### config.mk
export PLATFORM = sky130hd
export DESIGN_NAME = memfill_engine
export DESIGN_NICKNAME = d
export VERILOG_FILES = /design/src/rtl/memfill_pkg.sv /design/src/rtl/memfill_chan_regs.sv /design/src/rtl/memfill_pick.sv /design/src/rtl/memfill_core.sv /design/src/rtl/memfill_engine.sv
export SDC_FILE = /design/constraint.sdc
export NUM_CORES = 1
export LEC_CHECK = 0
export ABC_CLOCK_PERIOD_IN_PS = 3800
export BUFFER_PORTS_ARGS = -buffer_cell sky130_fd_sc_hd__buf_2
export CAP_MARGIN = 30
export CORE_MARGIN = 5
export CORE_UTILIZATION = 55
export DETAILED_ROUTE_END_ITERATION = 12
export HOLD_SLACK_MARGIN = 0.05
export PLACE_DENSITY = 0.75
export RECOVER_POWER = 25
export SLEW_MARGIN = 0
export SYNTH_ARGS = -nofsm -noshare
export SYNTH_HDL_FRONTEND = slang
export SYNTH_HIERARCHICAL = 1
export SYNTH_SLANG_ARGS = --single-unit
### constraint.sdc
create_clock -name clk -period 3.8 [get_ports clk]
set_input_delay 0.95 -clock clk [delete_from_list [all_inputs] [get_ports clk]]
set_output_delay 0.95 -clock clk [all_outputs]
set_load 0.01 [all_outputs]
### src/rtl/memfill_pkg.sv
package memfill_pkg;

  typedef enum logic [1:0] {
    FLD_START = 2'd0,
    FLD_END   = 2'd1,
    FLD_VALUE = 2'd2,
    FLD_CTRL  = 2'd3
  } fld_e;

  typedef enum logic [1:0] {
    ST_IDLE = 2'd0,
    ST_RUN  = 2'd1,
    ST_DONE = 2'd2
  } st_e;

  localparam int CTRL_TRIG_BIT = 0;
  localparam int CTRL_FIN_BIT  = 1;
  localparam int CTRL_MODE_BIT = 8;

  // Lane j of a packed word gets constant byte (phase + j) mod 3.
  function automatic logic [31:0] pack24(input logic [23:0] v, input logic [1:0] ph);
    logic [31:0] w;
    int k;
    w = '0;
    for (int j = 0; j < 4; j++) begin
      k = (int'(ph) + j) % 3;
      w[j*8 +: 8] = v[k*8 +: 8];
    end
    return w;
  endfunction

endpackage

### src/rtl/memfill_chan_regs.sv
module memfill_chan_regs
  import memfill_pkg::*;
#(
  parameter int FW = 13
) (
  input  logic          clk,
  input  logic          rst_n,
  input  logic          wr_en,
  input  fld_e          wr_field,
  input  logic [31:0]   wr_data,
  input  logic          done_i,
  output logic [FW-1:0] start_o,
  output logic [FW-1:0] end_o,
  output logic [31:0]   value_o,
  output logic          mode24_o,
  output logic          trig_o,
  output logic          fin_o
);

  logic [FW-1:0] start_q, start_d, end_q, end_d;
  logic [31:0]   value_q, value_d;
  logic          mode_q, mode_d, trig_q, trig_d, fin_q, fin_d;
  logic          ctrl_wr;

  assign ctrl_wr = wr_en && (wr_field == FLD_CTRL);

  always_comb begin
    start_d = start_q;
    end_d   = end_q;
    value_d = value_q;
    mode_d  = mode_q;
    trig_d  = trig_q;
    fin_d   = fin_q;
    if (wr_en && wr_field == FLD_START) start_d = wr_data[FW-1:0];
    if (wr_en && wr_field == FLD_END)   end_d   = wr_data[FW-1:0];
    if (wr_en && wr_field == FLD_VALUE) value_d = wr_data;
    if (ctrl_wr) mode_d = wr_data[CTRL_MODE_BIT];
    if (done_i) trig_d = 1'b0;
    if (ctrl_wr && wr_data[CTRL_TRIG_BIT]) trig_d = 1'b1;
    if (ctrl_wr && wr_data[CTRL_FIN_BIT]) fin_d = 1'b0;
    if (done_i) fin_d = 1'b1;
  end

  always_ff @(posedge clk or negedge rst_n) begin
    if (!rst_n) begin
      start_q <= '0;
      end_q   <= '0;
      value_q <= '0;
      mode_q  <= 1'b0;
      trig_q  <= 1'b0;
      fin_q   <= 1'b0;
    end else begin
      start_q <= start_d;
      end_q   <= end_d;
      value_q <= value_d;
      mode_q  <= mode_d;
      trig_q  <= trig_d;
      fin_q   <= fin_d;
    end
  end

  assign start_o  = start_q;
  assign end_o    = end_q;
  assign value_o  = value_q;
  assign mode24_o = mode_q;
  assign trig_o   = trig_q;
  assign fin_o    = fin_q;

  // completion always leaves the finished bit set
  a_r6_done_sets_fin: assert property (@(posedge clk) disable iff (!rst_n)
    done_i |=> fin_q);

  // completion without a fresh trigger write leaves the trigger clear
  a_r6_done_clears_trig: assert property (@(posedge clk) disable iff (!rst_n)
    (done_i && !(ctrl_wr && wr_data[CTRL_TRIG_BIT])) |=> !trig_q);

endmodule

### src/rtl/memfill_pick.sv
module memfill_pick #(
  parameter int NUM_CH = 2,
  localparam int IW = (NUM_CH > 1) ? $clog2(NUM_CH) : 1
) (
  input  logic [NUM_CH-1:0] req,
  output logic              any_o,
  output logic [IW-1:0]     idx_o
);

  // Lowest index wins.
  always_comb begin
    any_o = |req;
    idx_o = '0;
    for (int i = NUM_CH - 1; i >= 0; i--) begin
      if (req[i]) idx_o = IW'(i);
    end
  end

endmodule

### src/rtl/memfill_core.sv
module memfill_core
  import memfill_pkg::*;
#(
  parameter int ADDR_W = 16,
  parameter int NUM_CH = 2,
  localparam int FW = ADDR_W - 3,
  localparam int WW = ADDR_W - 2,
  localparam int IW = (NUM_CH > 1) ? $clog2(NUM_CH) : 1
) (
  input  logic              clk,
  input  logic              rst_n,
  input  logic              pick_any,
  input  logic [IW-1:0]     pick_idx,
  input  logic [FW-1:0]     sel_start,
  input  logic [FW-1:0]     sel_end,
  input  logic [31:0]       sel_value,
  input  logic              sel_mode,
  input  logic              mem_ready,
  output logic              mem_valid,
  output logic [ADDR_W-1:0] mem_addr,
  output logic [31:0]       mem_data,
  output logic              done_o,
  output logic [IW-1:0]     done_idx,
  output logic              irq_fire
);

  st_e           st_q, st_d;
  logic [WW-1:0] cur_q, cur_d, end_q, end_d, cur_nxt;
  logic [31:0]   val_q, val_d;
  logic          mode_q, mode_d, zero_q, zero_d;
  logic [1:0]    ph_q, ph_d;
  logic [IW-1:0] ch_q, ch_d;

  assign cur_nxt = cur_q + WW'(1);

  always_comb begin
    st_d   = st_q;
    cur_d  = cur_q;
    end_d  = end_q;
    val_d  = val_q;
    mode_d = mode_q;
    ph_d   = ph_q;
    zero_d = zero_q;
    ch_d   = ch_q;
    case (st_q)
      ST_IDLE: begin
        if (pick_any) begin
          ch_d   = pick_idx;
          cur_d  = {sel_start, 1'b0};
          end_d  = {sel_end, 1'b0};
          val_d  = sel_value;
          mode_d = sel_mode;
          ph_d   = 2'd0;
          zero_d = (sel_start == '0);
          st_d   = (sel_end > sel_start) ? ST_RUN : ST_DONE;
        end
      end
      ST_RUN: begin
        if (mem_ready) begin
          cur_d = cur_nxt;
          ph_d  = (ph_q == 2'd2) ? 2'd0 : ph_q + 2'd1;
          if (cur_nxt == end_q) st_d = ST_DONE;
        end
      end
      ST_DONE: st_d = ST_IDLE;
      default: st_d = ST_IDLE;
    endcase
  end

  always_ff @(posedge clk or negedge rst_n) begin
    if (!rst_n) begin
      st_q   <= ST_IDLE;
      cur_q  <= '0;
      end_q  <= '0;
      val_q  <= '0;
      mode_q <= 1'b0;
      ph_q   <= 2'd0;
      zero_q <= 1'b0;
      ch_q   <= '0;
    end else begin
      st_q   <= st_d;
      cur_q  <= cur_d;
      end_q  <= end_d;
      val_q  <= val_d;
      mode_q <= mode_d;
      ph_q   <= ph_d;
      zero_q <= zero_d;
      ch_q   <= ch_d;
    end
  end

  assign mem_valid = (st_q == ST_RUN);
  assign mem_addr  = {cur_q, 2'b00};
  assign mem_data  = mode_q ? pack24(val_q[23:0], ph_q) : val_q;
  assign done_o    = (st_q == ST_DONE);
  assign done_idx  = ch_q;
  assign irq_fire  = done_o && !zero_q;

  // a stalled request is held unchanged
  a_r10_hold: assert property (@(posedge clk) disable iff (!rst_n)
    (mem_valid && !mem_ready) |=> (mem_valid && $stable(mem_addr) && $stable(mem_data)));

  // every issued word lies below the captured end
  a_r3_in_range: assert property (@(posedge clk) disable iff (!rst_n)
    mem_valid |-> (cur_q < end_q));

  // a rejected range goes straight to completion without a request
  a_r5_reject: assert property (@(posedge clk) disable iff (!rst_n)
    (st_q == ST_IDLE && pick_any && !(sel_end > sel_start)) |=> (!mem_valid && done_o));

endmodule

### src/rtl/memfill_engine.sv
module memfill_engine
  import memfill_pkg::*;
#(
  parameter int ADDR_W = 16,
  parameter int NUM_CH = 2,
  localparam int FW = ADDR_W - 3,
  localparam int IW = (NUM_CH > 1) ? $clog2(NUM_CH) : 1
) (
  input  logic              clk,
  input  logic              rst_n,
  input  logic              reg_wr,
  input  logic [NUM_CH-1:0] reg_mask,
  input  logic [1:0]        reg_field,
  input  logic [31:0]       reg_wdata,
  output logic              mem_valid,
  input  logic              mem_ready,
  output logic [ADDR_W-1:0] mem_addr,
  output logic [31:0]       mem_data,
  output logic [NUM_CH-1:0] irq,
  output logic [NUM_CH-1:0] trig_status,
  output logic [NUM_CH-1:0] fin_status
);

  logic [FW-1:0] start_a [NUM_CH];
  logic [FW-1:0] end_a   [NUM_CH];
  logic [31:0]   value_a [NUM_CH];
  logic [NUM_CH-1:0] mode_a;
  logic          pick_any, core_done, irq_fire;
  logic [IW-1:0] pick_idx, done_idx;
  logic [NUM_CH-1:0] irq_q, irq_d;

  for (genvar i = 0; i < NUM_CH; i++) begin : g_ch
    memfill_chan_regs #(.FW(FW)) u_regs (
      .clk      (clk),
      .rst_n    (rst_n),
      .wr_en    (reg_wr && reg_mask[i]),
      .wr_field (fld_e'(reg_field)),
      .wr_data  (reg_wdata),
      .done_i   (core_done && (done_idx == IW'(i))),
      .start_o  (start_a[i]),
      .end_o    (end_a[i]),
      .value_o  (value_a[i]),
      .mode24_o (mode_a[i]),
      .trig_o   (trig_status[i]),
      .fin_o    (fin_status[i])
    );
    assign irq_d[i] = irq_fire && (done_idx == IW'(i));
  end

  memfill_pick #(.NUM_CH(NUM_CH)) u_pick (
    .req   (trig_status),
    .any_o (pick_any),
    .idx_o (pick_idx)
  );

  memfill_core #(.ADDR_W(ADDR_W), .NUM_CH(NUM_CH)) u_core (
    .clk       (clk),
    .rst_n     (rst_n),
    .pick_any  (pick_any),
    .pick_idx  (pick_idx),
    .sel_start (start_a[pick_idx]),
    .sel_end   (end_a[pick_idx]),
    .sel_value (value_a[pick_idx]),
    .sel_mode  (mode_a[pick_idx]),
    .mem_ready (mem_ready),
    .mem_valid (mem_valid),
    .mem_addr  (mem_addr),
    .mem_data  (mem_data),
    .done_o    (core_done),
    .done_idx  (done_idx),
    .irq_fire  (irq_fire)
  );

  always_ff @(posedge clk or negedge rst_n) begin
    if (!rst_n) irq_q <= '0;
    else        irq_q <= irq_d;
  end

  assign irq = irq_q;

  // at most one line fires, and only for a single cycle
  a_r7_onehot: assert property (@(posedge clk) disable iff (!rst_n)
    $onehot0(irq));
  a_r7_pulse: assert property (@(posedge clk) disable iff (!rst_n)
    (irq != '0) |=> (irq == '0));
  // an interrupt comes with the finished bit of its channel
  a_r7_with_fin: assert property (@(posedge clk) disable iff (!rst_n)
    ((irq & ~fin_status) == '0));

endmodule

; ---- After elaboration in Yosys (flattened, before gate mapping)
; Cells that the tools add are included.
[totals]
in_bits = 40
output_inout_bits = 55
wordCells = 115
reg_bits = 190
[classes]
bitwise = 2
n_eq_ne = 10
add_sub_neg = 5
div_mod_pow = 4
reduce_logical = 32
magnitude_cmp = 3
muxes = 34
shift = 4
[op_table]
columns = cell, count
row1 = two-way mux 32 bit, 4
row2 = indexed part select 24 x 32 -> 8 bit, 4
row3 = "modulo 32 x 3 -> 32 bit, second input constant", 3
row4 = two-way mux 13 bit, 6
row5 = "modulo 3 x 3 -> 32 bit, second input constant", 1
row6 = two-way mux 14 bit, 2
row7 = case mux 14 bit (2 select lines), 1
row8 = logical AND 1 bit, 19
row9 = "adder 14 x 1 -> 14 bit, second input constant", 1
row10 = == test 14 bit, 1
row11 = two-way mux 2 bit, 7
row12 = > comparator 13 bit, 1
row13 = zero test 13 bit, 1
row14 = two-way mux 1 bit, 12
row15 = nonzero test 2 bit, 5
row16 = "== test 2 bit, second input constant", 4
row17 = case mux 2 bit (2 select lines), 2
row18 = "adder 2 x 2 -> 3 bit, second input constant", 2
row19 = AND reduction 3 bit, 2
row20 = "== test 2 x 1 -> 1 bit, second input constant", 2
row21 = zero test 2 bit, 2
row22 = "inequality test 2 x 1 -> 1 bit, second input constant", 2
row23 = "adder 2 x 1 -> 3 bit, second input constant", 1
row24 = "adder 2 x 1 -> 2 bit, second input constant", 1
row25 = other kinds (8), 8

; ---- Longest topological paths before layout
[depth]
ltp_word = 10
depth_mapped = 12
mapped_depth_nobuf = 10

; ---- Modules after synthesis
; The synthesis kept the hierarchy.
[by_module_without_submodules]
columns = module, area_per_inst_um2, cells_each, n_inst, seq_area_each_um2
row1 = memfill_chan_regs, 2317.2, 134, 2, 1526.5
row2 = memfill_core, 4465.5, 601, 1, 1651.6
row3 = memfill_engine, 847.1, 74, 1, 50.0
row4 = memfill_pick, 12.5, 2, 1, 0.0

; ---- Worst setup path after synthesis
; OpenSTA, ideal clock, no wires.
[synth_timing]
path_type = flip-flop to output port
startpoint = register u_core.ph_q[1]
endpoint = output mem_data[10]
path_slack_ns = 0.793
t_arrival_ns = 2.057
path_stages_with_launch = 9
t_required_ns = 2.850
n_path_buf = 1
path_cell_list = dfrtp_1 inv_1 ha_1 clkbuf_1 nor2_1 xor2_1 o32ai_1 o211ai_1 a21oi_1
[synth_via]
elab_chain_cells = 4
[synth_rtl]
columns = item, line_no
row1 = "start, declared", memfill_core.sv:31  ; logic [1:0] ph_q, ph_d;
row2 = "start signal, assigned", memfill_core.sv:86  ; ph_q <= ph_d;
row3 = adder 2 x 1 -> 3 bit, memfill_pkg.sv:26  ; k = (int'(ph) + j) % 3;
row4 = modulo 32 x 3 -> 32 bit, memfill_pkg.sv:26
row5 = indexed part select 24 x 32 -> 8 bit, memfill_pkg.sv:27  ; w[j*8 +: 8] = v[k*8 +: 8];
row6 = two-way mux 32 bit, memfill_core.sv:94  ; assign mem_data = mode_q ? pack24(val_q[23:0], ph_q) : val_q;
row7 = "end, declared", memfill_engine.sv:18  ; output logic [31:0] mem_data,
; Every way passes these cells.

; ---- Worst setup path after layout
[layout_timing]
startpoint = register u_core.ph_q[1]
endpoint = output mem_data[13]
; The elaborated chain is that of the path after synthesis.

==> flow_metrics.tcl <==
set metrics [dict create \
    grt_max_degree 89 \
    synthesis.area_mm2 0.00996 \
    tightestPinTransition_ns 2.21 \
    grt.overflow.total 0 \
    design.portCount 95 \
    p_total_mw 9.52 \
    fin_area_mm2 0.0111 \
    synth_top_flop_cell "dfrtp_1" \
    register_area_mm2 0.00475 \
    cts_tree "done" \
    die_height_um 145 \
    firstDrtPassIters 5 \
    synth_cell_type_count 56 \
    antenna-diode-count 0 \
    clock_tree.htree_level_count 4 \
    cellLeakagePower_nw 5.14 \
    post_drt_wl_per_cell_um 18.9 \
    vias_post_dr 7362 \
    ys_async_sr_fraction_pct 100 \
    ant_nets 0 \
    gp_congestion 0.937 \
    cp_max_fo 13 \
    rows 49 \
    peakVddDrop_mv 0.472 \
    rsz0062_at_grt "no" \
    placedInstanceArea_mm2 0.0106 \
    clkLatencyLatePin_ns 0.44 \
    achievable_frequency_mhz 282 \
    post-route-util_pct 62.3 \
    multi_input_comb_area_mm2 0.00475 \
    worst_path_class_setup "reg -> out" \
    layout-drive-gt1-share_pct 32.0 \
    dieArea_mm2 0.0209 \
    worst_setup_hold_path_clk_slew_ns 0.07 \
    grt_first_pass_wirelength_um 38500 \
    cts_setup_buffers 0 \
    n_fill_cell 1459 \
    power-per-cell-area_mw_per_mm2 854 \
    synth-edff-count 0 \
    wl_um 23800 \
    clockRootBuffer "clkbuf_16" \
    drv_cap 1 \
    maxSlewViolCount 88 \
    slew-limit-headroom_pct -47.6 \
    finalHoldViolCount 0 \
    kind_of_end_point_of_the_critical_path "output pin" \
    final.min_clock_period_ns 3.55 \
    dr.first_iter.drc_count 501 \
    hold_buffers 0 \
    numClockSinks 190 \
    placeableCoreArea_mm2 0.0179 \
    fp.dieW_um 145 \
    vias_in_the_first_global_route 7290 \
    critical_path_required_ns 2.85 \
    finalClockSkew_ns 0.0126 \
    post-dp-hpwl_um 16900 \
    drc_errors 0 \
    cp_data_arrival_time_ns 2.60 \
    violations "max-capacitance violations, max-slew violations" \
    synth.yosys.warnings 6 \
    area.growth.synth_to_final_pct 11.9 \
    startpoint_type "flip-flop" \
    via_per_inst 5.83 \
    status "complete, but fails checks" \
    tritoncts.num_buffers 17 \
    yosysSeqAreaShare_pct 47.7 \
    min_period_over_period_pct 93.4 \
    finish.net_count 1083 \
    hold_path.class "reg -> reg" \
    synth_area_per_cell_um2 10.5 \
    synthCells 945 \
    start_util_pct 55.6 \
    clockBufferDepth 2 \
    setup_violations 0 \
    port-buffer-count 92 \
    postSynthRegisterBits 190 \
    resized_after_cts 0 \
    finalSetupTns_ns 0 \
    antenna_found_initial 0 \
    groute.usage.overall_pct 23.7 \
]
path summary, 6_finish.rpt:
| path | from | endpoint | slack, ns | cells past startpoint |
|---|---|---|---|---|
| worst max-delay path | u_core/ph_q[1] | mem_data[13] | 0.25 | 9 |
| min in group asynchronous | rst_n | g_ch[1].u_regs/value_o[16] | 1.15 | 1 |
| max in group asynchronous | rst_n | g_ch[0].u_regs/end_o[4] | 1.03 | 2 |
| worst max register to register | g_ch[0].u_regs/trig_o | u_core/st_q[1] | 0.62 | 11 |
| worst min register to register | g_ch[0].u_regs/fin_o | g_ch[0].u_regs/fin_o | 0.48 | 1 |
| worst min-delay path | g_ch[0].u_regs/fin_o | g_ch[0].u_regs/fin_o | 0.48 | 1 |
through the flow:
step	hold slack, ns	setup slack, ns	cells
after CTS	0.487	0.265	1263
final	0.483	0.252	1263
after global routing	0.498	0.0691	1263
after global placement	0.468	0.758	1231
after floorplan	0.450	0.793	946
after detailed placement	0.470	0.687	1231
per-layer routing:
layer	track usage (%)	vias up	wire, um	part of all wire, %
met4	6.92	0	472	2.0
met2	39.2	284	11500	48
met3	4.40	43	1650	6.9
met5	0	-	0	0
met1	32.1	3604	10200	43
li1	-	3431	-	-
cell usage after synthesis (7+ instances only):
master      n  area share (%)
a21oi_1    65             3.3
nor2b_1    10            0.63
o21ai_0    39             2.0
nor2_1     54             2.0
mux2_4     10             1.5
mux2i_1    10             1.0
o22ai_1    15            0.94
buf_2       7            0.35
inv_1      31             1.2
and2_1      7            0.44
o211ai_1    9            0.68
clkbuf_1   27             1.0
mux2_2    169              19
nand4_1     9            0.57
ha_1       22             2.8
dfrtp_1   190              48
nand3_1    16            0.80
nand2_1   164             6.2
buf_4       8            0.60
kinds of logic (layout without fill, tap and decap cells):
| group | count (synthesis) | in the layout | share of synthesized area (%) |
|---|---|---|---|
| mux | 189 | 189 | 21.6 |
| fa+ha+maj | 22 | 22 | 2.76 |
| other cells | 1 | 2 | 0.0377 |
| flops | 190 | 190 | 47.7 |
| simple gates | 296 | 296 | 13.5 |
| compound gates | 147 | 147 | 8.45 |
| buf+inv | 88 | 176 | 4.65 |
| xor+xnor | 12 | 12 | 1.21 |
where the power goes:
part	total, mW	switching (mW)	internal (mW)
combinational	4.48	2.55	1.93
sequential	3.28	0.616	2.66
clock	1.76	0.857	0.904
cells in the final DEF, fill, tap and decap left out, drive strengths merged, types with 7 or more instances in the layout:
cell type and count:
and2 7, o21ai 39, mux2i 10, o211ai 9, nor4 7, mux2 179
a21oi 65, dfrtp 190, nor2 54, inv 40, nand2 164, ha 22
nand4 9, buf 110, o22ai 15, clkbuf 20, nor2b 10, nand3 17
final cells by class:
cell class / count / share of cell area, %
multi-input combinational: 668 / 42.7
tap: 229 / 2.57
timing repair buffer: 112 / 5.67
clock inverter: 14 / 1.41
clock buffer: 18 / 3.94
sequential: 190 / 42.7
inverter: 32 / 1.08
sequential cells by signal (all words and copies together), names as in the netlist, 13 cells and up:
register and count:
u_core/cur_q 14, u_core/val_q 32, g_ch.u_regs/end_o 26, u_core/end_q 13
g_ch.u_regs/value_o 64, g_ch.u_regs/start_o 26
worst max-delay path, stage by stage, from the launching register on:
cell and delay (ns):
dfrtp_1 0.43, inv_1 0.11, ha_1 0.54, nor2_1 0.11, xor2_1 0.16, o32ai_1 0.13, buf_4 0.21, o211ai_1 0.11
a21oi_1 0.20, buf_2 0.16
Power figures use the tool's default switching activity.
